## src/rtl/clk_stop_throttle_pkg.sv

```systemverilog
package clk_stop_throttle_pkg;
  typedef enum logic [1:0] {
    ST_IDLE  = 2'd0,
    ST_AWAIT = 2'd1,  // request low, waiting for grant
    ST_ACNT  = 2'd2,  // request low, counting
    ST_NEG   = 2'd3   // request high, counting
  } thr_state_e;
endpackage

```

## src/rtl/thr_phase_timer.sv

```systemverilog
module thr_phase_timer #(
  parameter int TW = 8
) (
  input  logic          clk_i,
  input  logic          rst_ni,
  input  logic          load_i,
  input  logic [TW-1:0] load_val_i,
  input  logic          count_i,
  output logic          done_o
);
  localparam logic [TW-1:0] ONE = TW'(1);

  logic [TW-1:0] cnt_q;

  always_ff @(posedge clk_i or negedge rst_ni) begin
    if (!rst_ni) begin
      cnt_q <= ONE;
    end else if (load_i) begin
      cnt_q <= (load_val_i == '0) ? ONE : load_val_i;
    end else if (count_i && cnt_q > ONE) begin
      cnt_q <= cnt_q - ONE;
    end
  end

  assign done_o = (cnt_q == ONE);
endmodule

```

## src/rtl/thr_grant_gate.sv

```systemverilog
module thr_grant_gate (
  input  logic clk_i,
  input  logic rst_ni,
  input  logic arm_i,
  input  logic grant_i,
  input  logic dual_i,
  output logic release_o
);
  logic seen_q;

  always_ff @(posedge clk_i or negedge rst_ni) begin
    if (!rst_ni)      seen_q <= 1'b0;
    else if (!arm_i)  seen_q <= 1'b0;
    else if (grant_i) seen_q <= 1'b1;
  end

  assign release_o = arm_i & grant_i & (~dual_i | seen_q);
endmodule

```

## src/rtl/clk_stop_throttle.sv

```systemverilog
module clk_stop_throttle
  import clk_stop_throttle_pkg::*;
#(
  parameter int TW = 8
) (
  input  logic          clk_i,
  input  logic          rst_ni,
  input  logic          enable_i,
  input  logic          wait_grant_i,
  input  logic          dual_grant_i,
  input  logic          grant_i,
  input  logic          break_i,
  input  logic [TW-1:0] low_time_i,
  input  logic [TW-1:0] high_time_i,
  output logic          stop_req_no
);
  thr_state_e state_q, state_d;
  logic load, load_hi, done, release_cnt, counting;
  logic [TW-1:0] load_val;

  thr_grant_gate u_gate (
    .clk_i     (clk_i),
    .rst_ni    (rst_ni),
    .arm_i     (state_q == ST_AWAIT),
    .grant_i   (grant_i),
    .dual_i    (dual_grant_i),
    .release_o (release_cnt)
  );

  assign counting = (state_q == ST_ACNT) || (state_q == ST_NEG);
  assign load_val = load_hi ? high_time_i : low_time_i;

  thr_phase_timer #(.TW(TW)) u_timer (
    .clk_i      (clk_i),
    .rst_ni     (rst_ni),
    .load_i     (load),
    .load_val_i (load_val),
    .count_i    (counting),
    .done_o     (done)
  );

  always_comb begin
    state_d = state_q;
    load    = 1'b0;
    load_hi = 1'b0;
    if (!enable_i) begin
      state_d = ST_IDLE;
    end else begin
      unique case (state_q)
        ST_IDLE: begin
          state_d = wait_grant_i ? ST_AWAIT : ST_ACNT;
          load    = 1'b1;
        end
        ST_AWAIT: begin
          if (break_i) begin
            state_d = ST_NEG;
            load    = 1'b1;
            load_hi = 1'b1;
          end else if (release_cnt) begin
            state_d = ST_ACNT;  // timer already holds low time
          end
        end
        ST_ACNT: begin
          if (break_i || done) begin
            state_d = ST_NEG;
            load    = 1'b1;
            load_hi = 1'b1;
          end
        end
        ST_NEG: begin
          if (break_i) begin
            load    = 1'b1;
            load_hi = 1'b1;
          end else if (done) begin
            state_d = wait_grant_i ? ST_AWAIT : ST_ACNT;
            load    = 1'b1;
          end
        end
        default: state_d = ST_IDLE;
      endcase
    end
  end

  always_ff @(posedge clk_i or negedge rst_ni) begin
    if (!rst_ni) state_q <= ST_IDLE;
    else         state_q <= state_d;
  end

  assign stop_req_no = !((state_q == ST_AWAIT) || (state_q == ST_ACNT));
endmodule

```

## config.mk

```make
export PLATFORM = sky130hd
export DESIGN_NAME = clk_stop_throttle
export DESIGN_NICKNAME = d
export VERILOG_FILES = /design/src/rtl/clk_stop_throttle_pkg.sv /design/src/rtl/thr_phase_timer.sv /design/src/rtl/thr_grant_gate.sv /design/src/rtl/clk_stop_throttle.sv
export SDC_FILE = /design/constraint.sdc
export NUM_CORES = 1
export LEC_CHECK = 0
export ABC_AREA = 1
export ABC_CLOCK_PERIOD_IN_PS = 3310
export CORE_ASPECT_RATIO = 1.2
export CORE_MARGIN = 5
export CORE_UTILIZATION = 53
export CTS_CLUSTER_SIZE = 14
export DETAILED_ROUTE_END_ITERATION = 10
export GPL_TIMING_DRIVEN = 0
export MAX_ROUTING_LAYER = met4
export PLACE_DENSITY = 0.8
export SYNTH_ARGS = -nofsm -noshare
export SYNTH_HDL_FRONTEND = slang
export SYNTH_SLANG_ARGS = --single-unit
```

## constraint.sdc

```tcl
create_clock -name clk_i -period 3.31 [get_ports clk_i]
set_clock_uncertainty 0.2 [all_clocks]
set_input_delay 0.662 -clock clk_i [delete_from_list [all_inputs] [get_ports clk_i]]
set_output_delay 0.662 -clock clk_i [all_outputs]
set_load 0.005 [all_outputs]
```

==> key figures <==
STA
  • Unrepaired setup endpoints after global routing: false
  • Tmin final: 2.529 ns
  • Worst slew pin tran: 0.4947 ns
  • Fin. Hold Viols: 0
  • Final Setup Violations: 0
  • Sum Neg Setup Slack: 0 ns
  • Pins over their slew limit: 0
  • Period utilization: 76.41%
  • Slew margin rel.: 66.92%
  • Max Clock Freq: 395.4 MHz

CTS
  • Root Driver: clkbuf_4
  • CTS sink cnt: 11
  • Setup bufs post-CTS: 0
  • Cts hold-fix bufs: 0
  • Num CTS Buffers: 3
  • Htree depth: 1
  • Worst skew pair latency: 0.28 ns
  • CTS tree: yes
  • Clk slew on worst S/H paths: 0.08 ns
  • Bufs on Longest Clock Path: 2
  • Cts repair resizes: 0

Setup path
  • Worst Path Required: 2.45 ns
  • Critical Path Source Type: register
  • Crit path arrival time: 1.67 ns
  • R2R Path Start: u_timer.cnt_q[0]
  • Endpoint class of the critical path: output port
  • FF-to-FF path depth: 11
  • Worst Setup SP: state_q[0]
  • Setup Crit Path Kind: register to output port
  • Crit path max fanout: 4
  • Flop2flop setup slack: 1.14 ns

Finish
  • Layout cells sized above 1: 8.671%
  • Final-stage net count: 204
  • Area Overhead vs Synth: 27.65%
  • Fillers: 160
  • FF/Latch Area: 276.5 um^2
  • Multi-input logic area: 649.4 um^2
  • Diode count: 0
  • Final Core Density: 70.73%
  • Finished Cell Area: 0.001294 mm^2

Pwr
  • Max VDD drop: 0.3952 mV
  • Switch share: 47.42%
  • Flop pwr share: 30.6%
  • Psw: 0.0004196 W
  • Power Density: 684.1 mW/mm^2
  • Part of the power in the clock network: 10.9%
  • Leak pwr: 0.6218 nW
  • Combinational Power Share: 58.5%
  • P_int: 0.0004654 W

Worst hold path
  • HP Start: u_gate.seen_q
  • Hold WC Path Type: register to register
  • WHS Path Cells: 2

Placement
  • Placed cell area: 0.001267 mm^2
  • Buffers on Ports: 23
  • Detail Placement HPWL: 1797 um
  • RD Place Congestion: 0.8509

Run
  • Max-cap viol count: 0

Routing
  • DR WL met2: 1021 um
  • Via count: 999
  • Routed wl met3: 107 um
  • First DRT Iteration DRCs: 19
  • # DRC: 0
  • Routed wire length: 2192 um
  • Highest routed metal layer: met4
  • Drt via density: 5.203
  • Detailed-router iteration count before antenna repair: 4
  • Wl on met1: 993 um
  • Post-DR wirelength/cell: 11.42 um
  • Post-detailed-route count of antenna-violating nets: 0

Global routing
  • Total track usage: 17.61%
  • Initial antenna violation count: 0
  • Vias in the first global route: 999
  • First-pass GRT wire length: 3926 um
  • Gr ovfl total: 0
  • Largest net degree at the start of global routing: 12

Synthesis
  • Post-synth top area share: 24.69%
  • Synth Warn #: 0
  • Avg Cell Area, Syn: 6.942 um^2
  • Largest cells by area after synthesis: dfrtp_1 25%, nand2_1 14%, ha_1 8.6%, inv_1 8.1%, nor2_1 5.9%
  • Post-Syn Area: 0.001013 mm^2
  • Syn_nets: 176
  • Seq cells post-synth: 11
  • Leading area contributor after synthesis: dfrtp_1
  • Netlist cell types: 30
  • Sequential area share after synthesis: 27.28%
  • Syn Inst Count: 146

Die
  • Core ar.: 0.001829 mm^2
  • Die height: 57.90 um
  • Initial Util: 55.40%
  • Die Wd: 49.92 um
  • Num ports: 24
  • Row cnt: 17
  • Die Area: 0.002890 mm^2

Status
  • Outcome: finished, final reports clean
[flip-flops by register name, indices dropped and copies added, names as in the netlist]
signal / count
state_q: 2
u_gate.seen_q: 1
u_timer.cnt_q: 8
[power groups by stage]
stage,clock [W],combinational (W),sequential [W]
2_1_floorplan,0,0.000390,0.000257
3_3_place_gp,0,0.000501,0.000270
3_5_place_dp,0,0.000517,0.000273
4_1_cts,0.0000987,0.000520,0.000270
5_1_grt,0.000105,0.000588,0.000279
6_report,0.0000966,0.000518,0.000271
[cells in the final DEF (no fill, tap or decap), drive strengths merged, types with 2 or more instances in the layout]
cell type,count
o21ai,7
a21oi,10
nor3,2
clkdlybuf4s50,23
xnor2,2
ha,7
nor2,19
clkbuf,4
nand3,8
xor2,2
nand3b,5
inv,22
dfrtp,10
nand2,42
[synth_stat cells]
| cell type | number |
|---|---|
| nand2_4 | 2 |
| o31ai_1 | 1 |
| dfrtp_1 | 10 |
| xor2_1 | 2 |
| inv_1 | 22 |
| nand4_1 | 1 |
| xnor2_1 | 2 |
| or2_1 | 1 |
| o21ai_4 | 1 |
| a211oi_1 | 1 |
| nor2_1 | 16 |
| a21oi_1 | 10 |
| nor2_2 | 1 |
| o21a_1 | 1 |
| o21ai_1 | 2 |
| o311ai_0 | 1 |
| buf_2 | 1 |
| nand2_1 | 37 |
| nor3_1 | 2 |
| nand2_2 | 3 |
| ha_1 | 7 |
| nor2_8 | 1 |
| o21ai_2 | 1 |
| nand3b_1 | 5 |
| nor2_4 | 1 |
| o2111ai_1 | 1 |
| o221ai_1 | 1 |
| dfstp_2 | 1 |
| o21ai_0 | 3 |
| nand3_1 | 8 |
[cells by family (layout without fill, tap and decap cells)]
kind of cell	after synthesis	in the layout	synth area share, %
AOI/OAI and AO/OA	23	23	14.69
and+or+nand+nor	78	78	37.29
DFF	11	11	27.28
adders and majority gates	7	7	8.642
xor gates and xnor gates	4	4	3.457
buffers and inverters	23	50	8.642
[layer usage]
layer  GRT usage (%)  up-vias
li1                -      522
met1           20.38      437
met2           28.18       33
met3           2.828        7
met4           10.86        0
met5               -        -
[stage by stage]
stage          hold WS, ns  power [W]  worst slack [ns]  cells
2_1_floorplan       0.1664  0.0006477             1.405    146
3_3_place_gp        0.2863  0.0007708            0.8418    188
3_5_place_dp        0.2968  0.0007897            0.8411    188
4_1_cts             0.3139  0.0008890            0.7737    192
5_1_grt             0.3490  0.0009724            0.6831    192
6_report            0.3114  0.0008850            0.7808    192
[critical path: stages (launching register included)]
cell and delay [ns]:
dfrtp_1 0.41, inv_1 0.10, ha_1 0.29, inv_1 0.09, clkdlybuf4s50_1 0.50
[cell type report]
type                       instances  area share [%]
tap                               19           1.838
buffer                             1          0.3868
sequential                        11           21.37
clock buffer                       4           2.031
multi-input combinational        112           50.19
inverter                          22           6.383
timing repair buffer              23           17.79
[final timing paths]
kind	end
hold reg to reg	u_gate.seen_q
max in group asynchronous	u_timer.cnt_q[0]
hold / removal	u_gate.seen_q
min in group asynchronous	u_gate.seen_q
setup reg to reg	u_timer.cnt_q[6]
setup / recovery	stop_req_no
(Power assumes the default switching activity.)
